**src/rtl/xcvr_pkg.sv**
```systemverilog
package xcvr_pkg;

  typedef enum logic {
    SRC_LIVE   = 1'b0,
    SRC_STORED = 1'b1
  } src_sel_e;

  typedef struct packed {
    logic drive_a;
    logic drive_b;
  } xcvr_drive_t;

endpackage

```
**src/rtl/xcvr_drive_ctl.sv**
```systemverilog
module xcvr_drive_ctl
  import xcvr_pkg::*;
(
  input  logic        oe_n,
  input  logic        dir,
  output xcvr_drive_t drive
);

  always_comb begin
    drive.drive_a = 1'b0;
    drive.drive_b = 1'b0;
    if (!oe_n) begin
      if (dir) drive.drive_b = 1'b1;
      else     drive.drive_a = 1'b1;
    end
  end

endmodule

```
**src/rtl/xcvr_src_mux.sv**
```systemverilog
module xcvr_src_mux
  import xcvr_pkg::*;
#(
  parameter int unsigned WIDTH = 8
) (
  input  src_sel_e         sel,
  input  logic [WIDTH-1:0] live,
  input  logic [WIDTH-1:0] stored,
  output logic [WIDTH-1:0] y
);

  always_comb begin
    unique case (sel)
      SRC_STORED: y = stored;
      default:    y = live;
    endcase
  end

endmodule

```
**src/rtl/xcvr_capture.sv**
```systemverilog
module xcvr_capture #(
  parameter int unsigned WIDTH = 8
) (
  input  logic             clk,
  input  logic             rst,
  input  logic             strobe,
  input  logic [WIDTH-1:0] d,
  output logic [WIDTH-1:0] q
);

  logic strobe_q;
  logic rise;

  assign rise = strobe && !strobe_q && !rst;

  always_ff @(posedge clk) begin
    if (rst) strobe_q <= 1'b0;
    else     strobe_q <= strobe;
  end

  always_ff @(posedge clk) begin
    if (rise) q <= d;
  end

  p_load_r6: assert property (@(posedge clk) disable iff (rst)
    (strobe && !strobe_q) |=> (q == $past(d)))
    else $error("p_load_r6: register did not take its input on a capture edge");

  p_hold_r6: assert property (@(posedge clk) disable iff (rst)
    (strobe_q || !strobe) |=> $stable(q))
    else $error("p_hold_r6: register changed without a capture edge");

  p_nocap_rst_r9: assert property (@(posedge clk)
    rst |=> $stable(q))
    else $error("p_nocap_rst_r9: register changed during reset");

endmodule

```
**src/rtl/xcvr_reg_bidir.sv**
```systemverilog
module xcvr_reg_bidir
  import xcvr_pkg::*;
#(
  parameter int unsigned WIDTH = 8
) (
  input  logic             clk,
  input  logic             rst,
  input  logic             oe_n,
  input  logic             dir,
  input  logic             cap_ab,
  input  logic             cap_ba,
  input  logic             sel_ab,
  input  logic             sel_ba,
  input  logic [WIDTH-1:0] a_in,
  output logic [WIDTH-1:0] a_out,
  output logic             a_oe,
  input  logic [WIDTH-1:0] b_in,
  output logic [WIDTH-1:0] b_out,
  output logic             b_oe
);

  xcvr_drive_t      drive;
  logic [WIDTH-1:0] store_a;
  logic [WIDTH-1:0] store_b;
  logic [WIDTH-1:0] level_a;
  logic [WIDTH-1:0] level_b;

  xcvr_drive_ctl u_drive (
    .oe_n  (oe_n),
    .dir   (dir),
    .drive (drive)
  );

  assign a_oe = drive.drive_a;
  assign b_oe = drive.drive_b;

  xcvr_src_mux #(.WIDTH(WIDTH)) u_mux_to_b (
    .sel    (src_sel_e'(sel_ab)),
    .live   (a_in),
    .stored (store_a),
    .y      (b_out)
  );

  xcvr_src_mux #(.WIDTH(WIDTH)) u_mux_to_a (
    .sel    (src_sel_e'(sel_ba)),
    .live   (b_in),
    .stored (store_b),
    .y      (a_out)
  );

  // Resolved pin level: the block's own value while it drives the port.
  assign level_a = a_oe ? a_out : a_in;
  assign level_b = b_oe ? b_out : b_in;

  xcvr_capture #(.WIDTH(WIDTH)) u_cap_a (
    .clk    (clk),
    .rst    (rst),
    .strobe (cap_ab),
    .d      (level_a),
    .q      (store_a)
  );

  xcvr_capture #(.WIDTH(WIDTH)) u_cap_b (
    .clk    (clk),
    .rst    (rst),
    .strobe (cap_ba),
    .d      (level_b),
    .q      (store_b)
  );

  p_exclusive_r2: assert property (@(posedge clk) disable iff (rst)
    !(a_oe && b_oe))
    else $error("p_exclusive_r2: both ports driven");

  p_off_r1: assert property (@(posedge clk) disable iff (rst)
    oe_n |-> (!a_oe && !b_oe))
    else $error("p_off_r1: port driven while disabled");

  p_live_r3: assert property (@(posedge clk) disable iff (rst)
    !sel_ab |-> (b_out == a_in))
    else $error("p_live_r3: live path to B broken");

  p_resolved_r8: assert property (@(posedge clk) disable iff (rst)
    (a_oe && cap_ab && !$past(cap_ab)) |=> (store_a == $past(a_out)))
    else $error("p_resolved_r8: driven level not captured on A");

endmodule

```
**config.mk**
```make
export PLATFORM = sky130hd
export DESIGN_NAME = xcvr_reg_bidir
export DESIGN_NICKNAME = d
export VERILOG_FILES = /design/src/rtl/xcvr_pkg.sv /design/src/rtl/xcvr_drive_ctl.sv /design/src/rtl/xcvr_src_mux.sv /design/src/rtl/xcvr_capture.sv /design/src/rtl/xcvr_reg_bidir.sv
export SDC_FILE = /design/constraint.sdc
export NUM_CORES = 1
export LEC_CHECK = 0
export ABC_AREA = 1
export CELL_PAD_IN_SITES_DETAIL_PLACEMENT = 1
export CELL_PAD_IN_SITES_GLOBAL_PLACEMENT = 2
export CORE_MARGIN = 2
export CORE_UTILIZATION = 25
export CTS_BUF_LIST = sky130_fd_sc_hd__clkbuf_8
export CTS_CLUSTER_SIZE = 20
export DETAILED_ROUTE_END_ITERATION = 10
export PLACE_DENSITY_LB_ADDON = 0.1
export SKIP_LAST_GASP = 1
export SYNTH_ARGS = -nofsm -noshare
export SYNTH_HDL_FRONTEND = slang
export SYNTH_HIERARCHICAL = 1
export SYNTH_SLANG_ARGS = --single-unit
```
**constraint.sdc**
```tcl
create_clock -name clk -period 2.3 [get_ports clk]
set_input_delay 0.46 -clock clk [delete_from_list [all_inputs] [get_ports clk]]
set_output_delay 0.46 -clock clk [all_outputs]
set_load 0.02 [all_outputs]
```
==> out/summary.log, run 1 <==
INFO  status         outcome=finished, final reports clean
INFO  cells_and_area nFillCells=502
INFO  sta            layout_worst_path_cycle_share=93.9%
INFO  placed_design  dpl_cell_area=0.00156mm²
INFO  yosys          yosysTopAreaCellShare=48.3%
INFO  yosys          edff_count_synth=16
INFO  placed_design  gp_routability_congestion=0.751
INFO  route          via_count=1043
INFO  route          met2WireLength=1.62mm
INFO  cells_and_area finalNetCount=216
INFO  clock_tree     cts-root-to-sink-buffers=2
INFO  cells_and_area antenna-diode-count=0
INFO  yosys          postSynthCellCount=133
INFO  sta            timing.max_slew.rel_slack=66.9%
INFO  floorplan      core_area=0.00374mm²
INFO  route          detailedRoute.firstPassIterationCount=4
INFO  clock_tree     reg_clk_slew_reported_paths=0.07ns
INFO  yosys          post-synth-top-count-cell=sky130_fd_sc_hd__nand2_1
INFO  yosys          top_cells_by_count_synth=sky130_fd_sc_hd__nand2_1, sky130_fd_sc_hd__edfxtp_1, sky130_fd_sc_hd__inv_1, sky130_fd_sc_hd__buf_6, sky130_fd_sc_hd__inv_2
INFO  sta            achievable_clock_frequency=463MHz
INFO  sta            worst_pin_slew=0.496ns
INFO  pwr            pwr_density_cell=525mW/mm²
INFO  hold_path      timing.hold.worst.start=u_cap_a/strobe_q$_SDFF_PP0_
INFO  hold_path      hp-class=flop to flop
INFO  route          drt_first_iter_violations=36
INFO  critical_path  worst_path_cell_with_the_longest_stage_delay=sky130_fd_sc_hd__clkdlybuf4s50_1
INFO  cells_and_area drive_gt1_share=15.2%
INFO  floorplan      dieArea=0.00450mm²
INFO  floorplan      start_util=26.6%
INFO  route          dr_top_layer=met4
INFO  floorplan      ioPinCount=42
INFO  yosys          synthesis.yosys.warnings=6
INFO  sta            fin_crit=2.16ns
INFO  sta            setup_slack=0.139ns
INFO  global_routing globalRouteOverflowTotal=0
INFO  placed_design  place.detailed.hpwl=2.49mm
INFO  critical_path  required=1.84ns
INFO  clock_tree     worstSkewPairLatency=0.26ns
INFO  yosys          syn_avg_cell_area=7.48µm²
INFO  clock_tree     holdBufCountCts=0
INFO  yosys          postSynthRegisterBits=18
INFO  sta            final.setup_skew=0.00754ns
INFO  critical_path  timing.setup.critical_path_class=input pin to primary output
INFO  clock_tree     cts_num_sinks=18
INFO  critical_path  cp_max_fo=2
INFO  global_routing vias_in_the_first_global_route=1121
INFO  sta            report.final.hold_viol_count=0
INFO  clock_tree     ctsRootBufferMaster=sky130_fd_sc_hd__clkbuf_8
INFO  sta            report.final.slew_viol_count=0
INFO  route          drt-met1-wl=1.36mm
INFO  sta            grt_setup_unrepaired=no
INFO  route          route.detailed.wl_per_inst=13.2µm
INFO  placed_design  portBuffers=41
INFO  yosys          yosysTopAreaCell=sky130_fd_sc_hd__edfxtp_1
INFO  critical_path  critical-path-top-cell-by-count=sky130_fd_sc_hd__clkdlybuf4s50_1
INFO  pwr            vdd.ir_drop.worst=0.325mV
INFO  placed_design  dp_worst_setup_slack=-0.0977ns
INFO  clock_tree     numCtsBuffers=3
INFO  cells_and_area stdcell_area=0.00159mm²
INFO  clock_tree     ctsHtreeMaxLevel=1
INFO  yosys          mappedNetlistArea=995µm²
INFO  global_routing grt_max_degree=11
INFO  clock_tree     tritoncts=built
INFO  route          viasPerCell=4.36
INFO  critical_path  crit_path_start=dir
INFO  floorplan      number_of_core_rows=22
INFO  pwr            total_leakage_power=0.807nW
INFO  global_routing grt_first_pass_wirelength=5.07mm
INFO  critical_path  critical_path.cell_chain=clkdlybuf4s50_1, inv_1, nor2_2, clkdlybuf4s50_1
INFO  route          finalWirelength=3.16mm
INFO  floorplan      chipWidth=67.1µm
INFO  yosys          synthTopCellsByArea=sky130_fd_sc_hd__edfxtp_1, sky130_fd_sc_hd__nand2_1, sky130_fd_sc_hd__buf_6, sky130_fd_sc_hd__dfxtp_1, sky130_fd_sc_hd__inv_1
INFO  critical_path  critical_path_arrival=1.70ns
INFO  yosys          sequential_share_of_the_synthesized_area=52.3%
INFO  critical_path  critical_path.max_stage_delay=0.61ns
INFO  route          route.detailed.drc=0
INFO  clock_tree     cts_resized=16
INFO  flow_run       max_cap_viol_count=0
INFO  cells_and_area p_r_area_growth_vs_syn=59.4%
INFO  yosys          postSynthNetCount=157
INFO  clock_tree     postCtsSetupBuffers=0
INFO  sta            setup_violations=0
INFO  floorplan      height_of_the_chip=67.1µm
INFO  yosys          primary_flip_flop_cell_chosen_by_synthesis_mapping=sky130_fd_sc_hd__edfxtp_1
INFO  global_routing gr_util_all_layers=15.4%
INFO  route          final_antenna_net_count=0
INFO  global_routing initial_antenna_violation_count=0
INFO  route          met3RoutedLength=142µm
INFO  critical_path  crit_path_end_kind=primary output
INFO  critical_path  r2r_start=u_cap_b/strobe_q$_SDFF_PP0_
INFO  critical_path  worst_setup_path_start_kind=input pin
INFO  yosys          yosys.cell_types.count=9
INFO  yosys          ys_async_sr_fraction=0%
## routing by layer
layer,vias up,GRT usage (%)
met5,-,0
met2,29,28.7
met3,4,3.38
li1,517,-
met1,493,17.3
met4,0,4.34
## cell usage in the layout (no fill, tap or decap)
cell type	count
sky130_fd_sc_hd__buf_12	1
sky130_fd_sc_hd__buf_4	16
sky130_fd_sc_hd__clkbuf_8	3
sky130_fd_sc_hd__clkdlybuf4s50_1	25
sky130_fd_sc_hd__dfxtp_1	2
sky130_fd_sc_hd__dlygate4sd2_1	16
sky130_fd_sc_hd__edfxtp_1	16
sky130_fd_sc_hd__inv_1	6
sky130_fd_sc_hd__inv_2	4
sky130_fd_sc_hd__nand2_1	96
sky130_fd_sc_hd__nand2_2	2
sky130_fd_sc_hd__nor2_1	1
sky130_fd_sc_hd__nor2_2	3
## report_power, final
group	switching [mW]	internal (mW)	total, mW
Clock	0.114	0.119	0.233
Sequential	0.00405	0.376	0.380
Combinational	0.116	0.104	0.220
## final timing paths
| kind | to | slack, ns | depth (start not counted) |
|---|---|---|---|
| hold reg to reg | u_cap_a/q[6]$_DFFE_PP_ | 0.59 | 1 |
| setup reg to reg | u_cap_b/q[2]$_DFFE_PP_ | 1.23 | 1 |
| setup / recovery | b_oe | 0.14 | 4 |
| hold / removal | u_cap_a/q[6]$_DFFE_PP_ | 0.59 | 1 |
## through the flow
step / hold WS [ns] / TNS, ns / util [%] / power, mW / instances
CTS: 0.598 / 0 / 42.3 / 0.844 / 239
global route: 0.617 / 0 / 42.3 / 0.871 / 239
floorplan: 0.554 / 0 / - / 0.487 / 133
detailed placement: 0.584 / -1.03 / 41.7 / 0.625 / 235
global placement: 0.586 / -0.825 / 41.7 / 0.621 / 235
finish: 0.591 / 0 / 42.3 / 0.833 / 239
## final cells by class
cell class	count	area, µm²	share of cell area [%]
clock inverters	1	3.75	0.237
inverters	9	33.8	2.13
clock buffers	3	41.3	2.60
multi-input cells	102	395	24.9
flip-flops and latches	18	520	32.8
well taps	48	60.1	3.79
repair buffers	58	531	33.5
## sequential cells by signal (all words and copies together), names as in the netlist
name,cells
u_cap_a/q,8
u_cap_a/strobe_q,1
u_cap_b/q,8
u_cap_b/strobe_q,1
## cell families (layout without fill, tap and decap cells)
| kind of cell | after synthesis | in the layout | synth area share (%) |
|---|---|---|---|
| buf+inv | 13 | 71 | 7.92 |
| flops | 18 | 18 | 52.3 |
| simple gates | 102 | 102 | 39.7 |
## worst max-delay path: cells and delay by family
family / cells / cell delay, ns
buffers and inverters: 3 / 1.13
and+or+nand+nor: 1 / 0.10
Power figures use the tool's default switching activity.
==> run 2: changes to the inputs <==
--- a/config.mk
+++ b/config.mk
@@ -13,6 +13,7 @@
 export CTS_BUF_LIST = sky130_fd_sc_hd__clkbuf_8
 export CTS_CLUSTER_SIZE = 20
 export DETAILED_ROUTE_END_ITERATION = 10
+export HOLD_SLACK_MARGIN = 0.06
 export PLACE_DENSITY_LB_ADDON = 0.1
 export SKIP_LAST_GASP = 1
 export SYNTH_ARGS = -nofsm -noshare
==> results of run 2 <==
Same layout as run 1: the final DEF is identical, and so are final timing and power.
==> run 3: changes to the inputs <==
--- a/config.mk
+++ b/config.mk
@@ -13,6 +13,7 @@
 export CTS_BUF_LIST = sky130_fd_sc_hd__clkbuf_8
 export CTS_CLUSTER_SIZE = 20
 export DETAILED_ROUTE_END_ITERATION = 10
+export GPL_TIMING_DRIVEN = 1
 export HOLD_SLACK_MARGIN = 0.06
 export PLACE_DENSITY_LB_ADDON = 0.1
 export SKIP_LAST_GASP = 1
==> results of run 3 <==
Same layout as run 1: the final DEF is identical, and so are final timing and power.
